--- config.mk ---
export PLATFORM = sky130hd
export DESIGN_NAME = lsu_agen
export DESIGN_NICKNAME = d
export VERILOG_FILES = /design/src/rtl/lsu_agen_pkg.sv /design/src/rtl/lsu_agen_calc.sv /design/src/rtl/lsu_agen_lanes.sv /design/src/rtl/lsu_agen_ldfmt.sv /design/src/rtl/lsu_agen.sv
export SDC_FILE = /design/constraint.sdc
export NUM_CORES = 1
export LEC_CHECK = 0
export ABC_AREA = 1
export BUFFER_PORTS_ARGS = -buffer_cell sky130_fd_sc_hd__buf_4
export CORE_MARGIN = 1
export CORE_UTILIZATION = 35
export DETAILED_ROUTE_END_ITERATION = 10
export PLACE_DENSITY = 0.6
export SLEW_MARGIN = 20
export SYNTH_ARGS = -nofsm -noshare
export SYNTH_HDL_FRONTEND = slang
export SYNTH_SLANG_ARGS = --single-unit
--- constraint.sdc ---
create_clock -name clk -period 3.9 [get_ports clk]
set_input_delay 0.78 -clock clk [delete_from_list [all_inputs] [get_ports clk]]
set_output_delay 0.78 -clock clk [all_outputs]
set_load 0.1 [all_outputs]
--- src/rtl/lsu_agen_pkg.sv ---
package lsu_agen_pkg;

    typedef enum logic [2:0] {
        AM_INDIRECT = 3'd0,
        AM_PRE      = 3'd1,
        AM_PRE_WB   = 3'd2,
        AM_POST     = 3'd3,
        AM_PCREL    = 3'd4
    } amode_e;

    typedef enum logic [1:0] {
        ST_IDLE  = 2'd0,
        ST_ISSUE = 2'd1,
        ST_WAIT  = 2'd2,
        ST_DONE  = 2'd3
    } lsu_state_e;

endpackage

--- src/rtl/lsu_agen_calc.sv ---
module lsu_agen_calc #(
    parameter int AW      = 32,
    parameter int OW      = 12,
    parameter int PC_BIAS = 8
) (
    input  logic [2:0]    mode,
    input  logic          up,
    input  logic [OW-1:0] offset,
    input  logic [AW-1:0] base,
    input  logic [AW-1:0] pc,
    output logic [AW-1:0] ea,
    output logic [AW-1:0] wb_val,
    output logic          wb_en
);
    import lsu_agen_pkg::*;

    localparam logic [AW-1:0] BIAS = AW'(PC_BIAS);

    logic [AW-1:0] off_ext;
    logic [AW-1:0] base_step;
    logic [AW-1:0] pc_anchor;
    logic [AW-1:0] pc_step;

    assign off_ext   = {{(AW-OW){1'b0}}, offset};
    assign base_step = up ? (base + off_ext) : (base - off_ext);
    assign pc_anchor = pc + BIAS;
    assign pc_step   = up ? (pc_anchor + off_ext) : (pc_anchor - off_ext);

    always_comb begin
        ea     = base;
        wb_val = base;
        wb_en  = 1'b0;
        case (mode)
            AM_PRE: begin
                ea = base_step;
            end
            AM_PRE_WB: begin
                ea     = base_step;
                wb_val = base_step;
                wb_en  = 1'b1;
            end
            AM_POST: begin
                ea     = base;
                wb_val = base_step;
                wb_en  = 1'b1;
            end
            AM_PCREL: begin
                ea = pc_step;
            end
            default: begin
                ea = base;
            end
        endcase
    end

endmodule

--- src/rtl/lsu_agen_lanes.sv ---
module lsu_agen_lanes #(
    parameter int AW = 32,
    parameter int DW = 32
) (
    input  logic [AW-1:0]   addr,
    input  logic            byte_sel,
    input  logic [DW-1:0]   sdata,
    output logic [DW/8-1:0] lanes,
    output logic [DW-1:0]   wdata,
    output logic            misalign
);
    localparam int LANES = DW / 8;
    localparam int LSB_W = $clog2(LANES);

    logic [LSB_W-1:0] sel;
    assign sel      = addr[LSB_W-1:0];
    assign misalign = !byte_sel && (sel != '0);

    for (genvar i = 0; i < LANES; i++) begin : g_lane
        assign lanes[i]         = byte_sel ? (sel == LSB_W'(i)) : 1'b1;
        assign wdata[8*i +: 8]  = byte_sel ? sdata[7:0] : sdata[8*i +: 8];
    end

endmodule

--- src/rtl/lsu_agen_ldfmt.sv ---
module lsu_agen_ldfmt #(
    parameter int DW = 32
) (
    input  logic [DW-1:0]             rdata,
    input  logic [$clog2(DW/8)-1:0]   sel,
    input  logic                      byte_sel,
    output logic [DW-1:0]             ldata
);
    localparam int LANES = DW / 8;
    localparam int LSB_W = $clog2(LANES);

    logic [7:0] picked;

    always_comb begin
        picked = 8'h00;
        for (int i = 0; i < LANES; i++) begin
            if (sel == LSB_W'(i)) begin
                picked = rdata[8*i +: 8];
            end
        end
    end

    assign ldata = byte_sel ? {{(DW-8){1'b0}}, picked} : rdata;

endmodule

--- src/rtl/lsu_agen.sv ---
module lsu_agen #(
    parameter int AW      = 32,
    parameter int DW      = 32,
    parameter int OW      = 12,
    parameter int PC_BIAS = 8
) (
    input  logic            clk,
    input  logic            rst_n,
    input  logic            req_valid,
    input  logic            req_load,
    input  logic            req_byte,
    input  logic [2:0]      req_mode,
    input  logic            req_up,
    input  logic [OW-1:0]   req_offset,
    input  logic [AW-1:0]   req_base,
    input  logic [AW-1:0]   req_pc,
    input  logic [DW-1:0]   req_sdata,
    output logic [AW-1:0]   ea,
    output logic            wb_en,
    output logic [AW-1:0]   wb_val,
    output logic [DW/8-1:0] lane_en,
    output logic            misalign,
    output logic            busy,
    output logic            mem_en,
    output logic            mem_we,
    output logic [AW-1:0]   mem_addr,
    output logic [DW/8-1:0] mem_be,
    output logic [DW-1:0]   mem_wdata,
    input  logic [DW-1:0]   mem_rdata,
    output logic            resp_valid,
    output logic [DW-1:0]   resp_data,
    output logic            resp_fault
);
    import lsu_agen_pkg::*;

    localparam int LANES = DW / 8;
    localparam int LSB_W = $clog2(LANES);

    lsu_state_e state_q, state_d;

    logic [DW-1:0]    wdata_c;
    logic             accept;

    logic [AW-1:0]    lat_addr;
    logic [LANES-1:0] lat_be;
    logic [DW-1:0]    lat_wdata;
    logic             lat_load;
    logic             lat_byte;
    logic             lat_mis;

    logic [DW-1:0]    ld_fmt;
    logic [DW-1:0]    resp_data_q;
    logic             resp_fault_q;

    lsu_agen_calc #(.AW(AW), .OW(OW), .PC_BIAS(PC_BIAS)) u_calc (
        .mode   (req_mode),
        .up     (req_up),
        .offset (req_offset),
        .base   (req_base),
        .pc     (req_pc),
        .ea     (ea),
        .wb_val (wb_val),
        .wb_en  (wb_en)
    );

    lsu_agen_lanes #(.AW(AW), .DW(DW)) u_lanes (
        .addr     (ea),
        .byte_sel (req_byte),
        .sdata    (req_sdata),
        .lanes    (lane_en),
        .wdata    (wdata_c),
        .misalign (misalign)
    );

    lsu_agen_ldfmt #(.DW(DW)) u_ldfmt (
        .rdata    (mem_rdata),
        .sel      (lat_addr[LSB_W-1:0]),
        .byte_sel (lat_byte),
        .ldata    (ld_fmt)
    );

    assign accept = (state_q == ST_IDLE) && req_valid;

    // state register
    always_ff @(posedge clk or negedge rst_n) begin
        if (!rst_n) begin
            state_q <= ST_IDLE;
        end else begin
            state_q <= state_d;
        end
    end

    // next-state logic
    always_comb begin
        state_d = state_q;
        unique case (state_q)
            ST_IDLE:  if (req_valid) state_d = ST_ISSUE;
            ST_ISSUE: state_d = ST_WAIT;
            ST_WAIT:  state_d = ST_DONE;
            ST_DONE:  state_d = ST_IDLE;
        endcase
    end

    // request latch and response capture
    always_ff @(posedge clk or negedge rst_n) begin
        if (!rst_n) begin
            lat_addr     <= '0;
            lat_be       <= '0;
            lat_wdata    <= '0;
            lat_load     <= 1'b1;
            lat_byte     <= 1'b0;
            lat_mis      <= 1'b0;
            resp_data_q  <= '0;
            resp_fault_q <= 1'b0;
        end else begin
            if (accept) begin
                lat_addr  <= ea;
                lat_be    <= lane_en;
                lat_wdata <= wdata_c;
                lat_load  <= req_load;
                lat_byte  <= req_byte;
                lat_mis   <= misalign;
            end
            if (state_q == ST_WAIT) begin
                resp_data_q  <= lat_mis ? '0 : ld_fmt;
                resp_fault_q <= lat_mis;
            end
        end
    end

    // outputs per state
    always_comb begin
        mem_en     = 1'b0;
        mem_we     = 1'b0;
        resp_valid = 1'b0;
        busy       = 1'b1;
        unique case (state_q)
            ST_IDLE:  busy = 1'b0;
            ST_ISSUE: begin
                mem_en = !lat_mis;
                mem_we = !lat_mis && !lat_load;
            end
            ST_WAIT:  ;
            ST_DONE:  resp_valid = 1'b1;
        endcase
    end

    assign mem_addr   = lat_addr;
    assign mem_be     = lat_be;
    assign mem_wdata  = lat_wdata;
    assign resp_data  = resp_data_q;
    assign resp_fault = resp_fault_q;

endmodule

---- Word level (Yosys, flattened, before mapping) ----
Cells that the tools add are included.
storage, ports and cells
  bits in registers ....................... 106
  bits of input ports ..................... 149
  output and inout port bits .............. 175
  logic and storage cells ................. 64
operators by class
  add/subtract/negate cells ............... 5
  equality and inequality tests ........... 14
  muxes and demuxes ....................... 24
  reduce and logical (&&, ||, !) cells .... 12
operator list
  operator               number
  $mux 32                5
  $add 32x12->32         2
  $pmux 32 s2            1
  $sub 32x12->32         2
  $mux 8                 7
  $add 32x4->32 const B  1
  $eq 2x2->1 const B     6
  $mux 1                 9
  $pmux 2 s4             1
  $eq 2x1->1 const B     3
  $eq 3x2->1 const B     2
  $logic_not 2->1        3
  $reduce_or 2->1        2
  $eq 3x1->1 const B     1
  $eq 3x3->1 const B     1
  $logic_and 1x1->1      3
  $logic_not 1->1        3
  $mux 2                 1
  $ne 2x2->1 const B     1
  $reduce_bool 2->1      1

---- Depth between registers and ports, before layout ----
Gate-level depths: netlist of run 1.
  depth in word-level cells ............... 7
  depth in mapped cells ................... 26
  mapped depth without buffers ............ 26

---- Hierarchy ----
A second synthesis of run 1 with hierarchy kept.
second synthesis, totals
  cells, all modules ...................... 1779
  area, all modules ....................... 10956.8 um2
by module, submodules not included
  module          instances  cells each  area each (um2)  seq. area each (um2)
  lsu_agen_calc   1          1099        5736.8           0.0
  lsu_agen        1          476         4331.7           2653.8
  lsu_agen_ldfmt  1          125         541.8            0.0
  lsu_agen_lanes  1          79          346.6            0.0

---- Worst setup path before layout of run 1 ----
Ideal clock, no wire load.
  kind .................................... input -> output
  from .................................... input req_up
  to ...................................... output wb_val[15]
  data arrival time ....................... 4.762 ns
  required time ........................... 3.120 ns
  path slack .............................. -1.642 ns
  cell stages on the path ................. 15
  path buffers ............................ 2
  cells stage by stage .................... buf_4 > inv_6 > buf_4 > o21ai_0 > xnor2_1 > ha_1 > nand2_1 > o21ai_0 > nand2_1 > nand3_1 > nand3_1 > nand3_2 > xor2_1 > inv_1 > o21ai_0
between the ends
  cells in the longest elaborated chain, start to end .. 2
RTL lines
  what         line                 text
  from (decl)  lsu_agen.sv:13       input logic req_up,
  $mux 32      lsu_agen_calc.sv:25  assign base_step = up ? (base + off_ext) : (base - off_ext);
  $mux 32      lsu_agen_calc.sv:33  case (mode)
  to (decl)    lsu_agen.sv:20       output logic [AW-1:0] wb_val,
Every way passes these cells.

---- Final worst setup path of run 1 ----
  from .................................... input req_offset[2]
  to ...................................... output wb_val[28]
between the ends
  cells in the longest elaborated chain, start to end .. 3
  elaborated cells on any way between the ends .. 4
  classes of those cells .................. add/sub (2); mux (2)
RTL lines
  what                                              line                 text
  from (decl)                                       lsu_agen.sv:14       input logic [OW-1:0] req_offset,
  $sub 32x12->32 or $add 32x12->32 (tied branches)  lsu_agen_calc.sv:25
  $mux 32 *                                         lsu_agen_calc.sv:25
  $mux 32 *                                         lsu_agen_calc.sv:33
Mark *: on every way between the ends. The rest lies on a longest branch, timed or not.

==> results of run 1 <==
[registers in the layout, summed over array words and instances (netlist names)]
register	count
mem_be	4
lat_load	1
resp_fault	1
lat_byte	1
state_q	2
lat_mis	1
mem_addr	32
mem_wdata	32
resp_data	32
[metrics by stage]
stage               instance area (sq um)  util, %  setup slack [ps]
finish                              20230    69.72            -592.7
global route                        20230    69.72            -728.5
CTS                                 19190    66.15            -513.1
detailed placement                  16460    56.74            -790.4
global placement                    16460    56.74            -752.6
floorplan                           11170        -            -990.5
[cells in the mapped netlist (all sizes together)]
cell type,number,area (sq um)
fa,2,40.04
nand4,27,168.9
o21bai,10,75.07
a31o,1,8.760
nor2,185,780.7
a32o,25,250.2
a21o,4,30.03
nor4,2,12.51
dfstp,1,26.28
ha,55,688.2
dfrtp,105,2628
o221ai,4,35.03
inv,178,673.2
and3,1,6.260
a21oi,95,486.7
nor3,10,55.05
xnor2,24,210.2
a31oi,8,50.05
or2,7,43.79
buf,11,67.55
xor2,32,280.3
a21boi,1,7.510
clkinv,3,11.26
o21a,2,15.01
clkbuf,30,112.6
nand3b,2,15.01
o22ai,1,6.260
a221oi,7,61.31
o211ai,10,90.09
nand3,133,770.7
o21ai,80,400.4
o41ai,2,17.52
nand2,561,2228
a211oi,8,60.06
[cell families after synthesis]
kind of cell | synth area share, %
AOI/OAI and AO/OA | 15.31
xor gates and xnor gates | 4.710
buffers and inverters | 8.303
and+or+nand+nor | 39.20
adders and majority gates | 6.994
DFF | 25.49
[per-layer routing]
metal / wire length, microns / up-vias
li1: - / 6734
met5: 0 / -
met3: 2946 / 115
met2: 24460 / 540
met4: 1823 / 0
met1: 20020 / 6613
[how the worst min path moves through the flow]
stage	startpoint	endpoint	slack (ps)
final	rst_n	mem_wdata[15]$_DFFE_PN0P_	460
after floorplan	lat_load$_DFFE_PN1P_	lat_load$_DFFE_PN1P_	450
after global placement	mem_addr[19]$_DFFE_PN0P_	mem_addr[19]$_DFFE_PN0P_	460
after CTS	mem_addr[22]$_DFFE_PN0P_	mem_addr[22]$_DFFE_PN0P_	490
after global routing	lat_load$_DFFE_PN1P_	lat_load$_DFFE_PN1P_	500
after detailed placement	mem_addr[13]$_DFFE_PN0P_	mem_addr[13]$_DFFE_PN0P_	470
[area by class of cell]
type	instances	area (sq um)
Sequential cell	106	2654
Timing Repair Buffer	720	6412
Clock buffer	9	225.2
Inverter	181	715.7
Tap cell	384	480.5
Multi-Input combinational cell	1299	9659
Clock inverter	7	80.08
Fill cell	2344	8786
[layout by cell type (no fill, tap or decap), types with 28 or more instances in the layout]
cell type and instances:
nand2_2 96, inv_2 28, a21oi_1 61, nand3_2 52, nor2_2 37, inv_1 143, nor2_4 35, nor2_1 112
ha_4 28, o21ai_0 34, dfrtp_1 105, nand2_1 416, nand2_4 46, nand3_4 32, buf_6 49, buf_4 604
buf_12 64, nand3_1 49
[power by group]
part / internal [W] / total, W / switching [W]
registers: 0.00163 / 0.00197 / 0.000341
clock network: 0.000458 / 0.000939 / 0.000481
logic: 0.00271 / 0.00979 / 0.00708
total: 0.00480 / 0.0127 / 0.00790
[repair_timing]
item,in CTS,in global routing
pin swaps,126,114
resized for setup,452,216
endpoints found under the setup margin,63,64
buffers inserted,52,26
==> results.toml, run 1 <==
[run_status]
status = "complete, but fails checks"
violations = "negative setup slack"

[job]
cap_violations = 0

[yosys]
ys_warn_count = 0
syn_nets = 1833
synthDistinctLibCells = 50
syn_area_sq_um = 10410
syn_inst = 1627
ys_seq_elements = 106
syn_avg_cell_area_sq_um = 6.400
synth_seq_area_share_pct = 25.49

[sta]
worst_pin_slew_ps = 1082
timing.final.ws_setup_ps = -592.7
finalSetupViolations = 56
finClkSkew_ps = 14.59
slew_viol_final = 0
post-route-period-util_pct = 115.2
fmax_ghz = 0.2226
hold_violations = 0
rsz0062_at_grt = "true"
slew_headroom_pct = 27.84
tns_ps = -22970
holdWs_ps = 456.9
fin_crit_ps = 4493

[global_routing]
grt_util_met2_pct = 55.15
grt_pass1_wl_microns = 73920
grt_use_met1_pct = 37.93
antenna_found_initial = 0
grt_overflow = 0
grt_pass1_vias = 13780
gr-max-usage-layer = "met2"
globalRouteMet3Util_pct = 4.353
grt_max_degree = 83
track_usage_pct = 31.06

[drt]
vias = 14000
wl_microns = 49250
drt-initial-drc-count = 949
dr.pass1.iters = 5
drc = 0
routed_via_density = 5.174
drt-wirelength-per-cell_microns = 18.20
ant_nets = 0

[clock_network]
cts.sinks = 106
clk_pin_slew_ps = 90
clock_latency_ps = 350
ctsHoldBuffers = 0
cts_buffers = 9
cts_tree = "yes"
ctsLongestPathBuffers = 2
cts_root_buf = "clkbuf_16"
htree_levels = 3

[worst_setup_path]
r2r-end = "resp_data[4]$_DFFE_PN0P_"
critPathArrivalTime_ps = 3710
r2r-start = "state_q[0]$_DFFE_PN0P_"
start_kind = "input port"
slowest_stage = "ha_1"
slowest_delay_ps = 270
endpoint = "wb_val[28]"
path_delay_family = "simple AND/OR/NAND/NOR gates"
cp-end-kind = "primary output"
cpMostUsedCell = "nand2_2"
worst-path-stages = 25
worst-path-buf-inv = 5
reg2reg_depth = 7
worstPathRequired_ps = 3120
crit_fanout = 3
crit_start = "req_offset[2]"
worst-setup-path-type = "in -> out"
r2r_setup_slack_ps = 1430

[floorplan]
die_height_microns = 174.5
die_x_microns = 174.5
rows = 62
core_sq_um = 29010
dieArea_sq_um = 30440
initial_core_util_pct = 35.89
io_pins = 324

[power_and_ir_drop]
ir_drop_v = 0.0004617
power.density_nw_per_um2 = 627.8
p_leak_nw = 9.946
total_power_w = 0.01270

[placed_design]
place_hpwl_microns = 37800
gp_congestion = 0.9660
io_buffers = 323
place_inst = 2629

[worst_hold_path]
hold_class = "in -> async"

[finish]
drive_gt1_share_pct = 53.14
area_growth_pct = 94.26
nets = 2523
final_cells = 2706
antenna_cells = 0
No activity file was read; power rests on OpenSTA's default activity.
==> inputs of run 2 (changes only) <==
--- a/config.mk
+++ b/config.mk
@@ -5,12 +5,11 @@
 export SDC_FILE = /design/constraint.sdc
 export NUM_CORES = 1
 export LEC_CHECK = 0
-export ABC_AREA = 1
 export BUFFER_PORTS_ARGS = -buffer_cell sky130_fd_sc_hd__buf_4
 export CORE_MARGIN = 1
-export CORE_UTILIZATION = 35
+export CORE_UTILIZATION = 40
 export DETAILED_ROUTE_END_ITERATION = 10
-export PLACE_DENSITY = 0.6
+export PLACE_DENSITY = 0.67
 export SLEW_MARGIN = 20
 export SYNTH_ARGS = -nofsm -noshare
 export SYNTH_HDL_FRONTEND = slang
==> run 2 against run 1 <==
Compared with the run above: the flow still finishes with violations (negative setup slack); power decreased by 2.5%; via count increased by 1.6%; worst hold slack improved by 21 ps; clock skew increased by 3.7 ps; routed wire length increased by 10%; critical endpoint is now ea[25]; largest cell class unchanged.
==> results.toml, run 2 <==
[floorplan]
rows = 59
dieArea_sq_um = 27040
io_pins = 324
initial_core_util_pct = 40.62
die_x_microns = 164.4
die_height_microns = 164.4
core_sq_um = 25980

[clock_network]
clock_latency_ps = 370
ctsHoldBuffers = 0
cts_root_buf = "clkbuf_16"
cts_buffers = 9
clk_pin_slew_ps = 70
ctsLongestPathBuffers = 2
cts_tree = "yes"
htree_levels = 3
cts.sinks = 106

[yosys]
ys_async_sr_fraction_pct = 100.0
synth_edf_count = 0
syn_avg_cell_area_sq_um = 7.518
syn_inst = 1404
syn_area_sq_um = 10560
synth_seq_area_share_pct = 25.14
ys_seq_elements = 106
yosysTopAreaCell = "dfrtp_1"
syn_nets = 1610
post-synth-top-count-cell = "nand2_1"
synth_top_area_share_pct = 24.89
ys.flop_type = "dfrtp_1"
synthDistinctLibCells = 88
ys_top_cells_by_area = "dfrtp_1, nand2_1, ha_1"
ys_warn_count = 0
ys_top_cells_by_count = "nand2_1, o21ai_0, dfrtp_1, nor2_1, inv_1"

[sta]
post-route-period-util_pct = 144.9
slew_viol_final = 0
finalSetupViolations = 74
rsz0062_at_grt = "true"
finClkSkew_ps = 18.26
slew_headroom_pct = 30.56
timing.final.ws_setup_ps = -1749
worst_pin_slew_ps = 1038
fin_crit_ps = 5649
tns_ps = -70730
hold_violations = 0
holdWs_ps = 478.0
fmax_ghz = 0.1770

[worst_setup_path]
slowest_stage = "a222oi_1"
r2r-start = "mem_addr[1]$_DFFE_PN0P_"
reg2reg_depth = 5
crit_chain = "buf_8, nor4_4, buf_6, buf_4, a31oi_4, xor2_2, ha_1, and3_4, a221oi_2, buf_4, buf_6, a31oi_4, a2bb2oi_2, a221oi_2, o21ai_2, a21oi_2, xnor2_1, a222oi_1, buf_4, inv_2, buf_12"
r2r-end = "resp_data[5]$_DFFE_PN0P_"
cpMostUsedCell = "buf_4"
worstPathRequired_ps = 3120
critPathArrivalTime_ps = 4870
worst-setup-path-type = "in -> out"
cp-end-kind = "primary output"
start_kind = "input port"
worst-path-buf-inv = 8
path_delay_family = "compound AO/OA/AOI/OAI gates"
slowest_delay_ps = 580
r2r_setup_slack_ps = 1650
crit_fanout = 3

[power_and_ir_drop]
p_seq_share_pct = 15.9
p_leak_nw = 9.581
p_clk_share_pct = 8.2
power.switching_w = 0.007576
ir_drop_v = 0.0007989
power.density_nw_per_um2 = 607.9
pwr-share-comb_pct = 75.9
intPower_w = 0.004810
total_power_w = 0.01239
switching_share_pct = 61.17

[placed_design]
place_hpwl_microns = 39770
gp_congestion = 0.9810
dpl-instance-area_sq_um = 17370
io_buffers = 323
place_inst = 2378

[finish]
area_growth_pct = 93.05
final_common_cell = "buf_4"
final_cells = 2455
layout_common_cells = "buf_4, nand2_1, dfrtp_1"
drive_gt1_share_pct = 52.08
fill_cells = 1719
nets = 2321
stdcell_area_sq_um = 20380
antenna_cells = 0

[job]
cap_violations = 0

[drt]
wl_microns = 54330
dr.pass1.iters = 7
drt-met1-wl_microns = 21460
topRoutingLayerUsed = "met4"
drc = 0
ant_nets = 0
wl_met3_microns = 4139
vias = 14230
routed_via_density = 5.798
drt-initial-drc-count = 1057
drt-wirelength-per-cell_microns = 22.13
routed-wl-met2_microns = 25710

[worst_hold_path]
hold_class = "reg -> reg"
hold_start = "mem_wdata[3]$_DFFE_PN0P_"
min_path_cells = 2
holdPathEnd = "mem_wdata[3]$_DFFE_PN0P_"

[run_status]
violations = "negative setup slack"
status = "complete, but fails checks"

[global_routing]
grt_overflow = 0
antenna_found_initial = 0
grt_pass1_vias = 13510
track_usage_pct = 36.94
grt_max_degree = 76
grt_pass1_wl_microns = 76110
==> run 2: cell types whose count changed in the layout (fill, tap and decap cells not counted), moves of 24 or more <==
cell and change:
mux2i_1 +34, nand2_2 -86, nor2_4 -26, inv_1 -79, nand3_2 -49, nand2_4 -30, a32o_1 -24, nor2_2 -33
buf_4 +49, nand3_4 -30, a21oi_1 -25, o21ai_0 +58, nand2_1 -193
==> run 2: what timing repair did <==
item / 4_1_cts / 5_1_grt
pin swaps: 127 / 113
buffers inserted: 46 / 44
gates resized for setup: 341 / 124
setup endpoints to repair: 74 / 76
==> run 2: logic make-up after synthesis <==
kind of cell | after synthesis | share of synthesized area [%]
and+or+nand+nor | 525 | 22.26
AOI/OAI and AO/OA | 397 | 25.23
buffers and inverters | 156 | 5.571
DFF | 106 | 25.14
xor gates and xnor gates | 105 | 9.045
adders and majority gates | 61 | 7.290
muxes | 54 | 5.465
==> run 2: power by group through the flow <==
stage          clock (W)  sequential [W]  combinational [W]
4_1_cts          0.00102         0.00196            0.00907
6_report         0.00101         0.00197            0.00941
3_3_place_gp           0         0.00195            0.00842
2_1_floorplan          0         0.00523            0.00290
3_5_place_dp           0         0.00198            0.00849
5_1_grt          0.00105         0.00203            0.00974
==> run 2: final cells by class <==
class,count,area [sq um],share of cell area [%]
multi-input combinational,1142,9767,47.93
clock inverter,7,91.34,0.4482
sequential,106,2654,13.02
tap,335,419.2,2.057
clock buffer,9,225.2,1.105
inverter,77,319.1,1.566
timing repair buffer,779,6902,33.87
==> run 2: metrics by stage <==
stage	setup WS (ps)	util, %
after global placement	-1685	66.85
after global routing	-1842	78.42
after detailed placement	-1718	66.85
after CTS	-1546	75.45
after floorplan	-1829	-
final	-1749	78.42
==> run 2: per-layer routing <==
metal | global-route usage, % | up-vias
met5 | 0 | -
met4 | 17.51 | 0
met3 | 6.027 | 200
met2 | 61.55 | 705
met1 | 46.49 | 6895
li1 | - | 6433
==> run 2: worst max-delay path by stage <==
stage / from / slack (ps) / depth (start not counted) / to
after floorplan: req_offset[8] / -1830 / 17 / ea[30]
after global placement: req_offset[5] / -1680 / 18 / ea[25]
after detailed placement: req_offset[5] / -1720 / 18 / ea[25]
after CTS: req_offset[5] / -1550 / 21 / ea[25]
after global routing: req_offset[2] / -1840 / 21 / ea[25]
final: req_offset[2] / -1750 / 21 / ea[25]
==> run 2: worst register-to-register path, stage by stage, from the launching register on <==
cell and delay [ps]:
dfrtp_1 930, mux2i_1 530, nand2_1 100, o21ai_0 160
a211oi_1 150, mux2_2 300
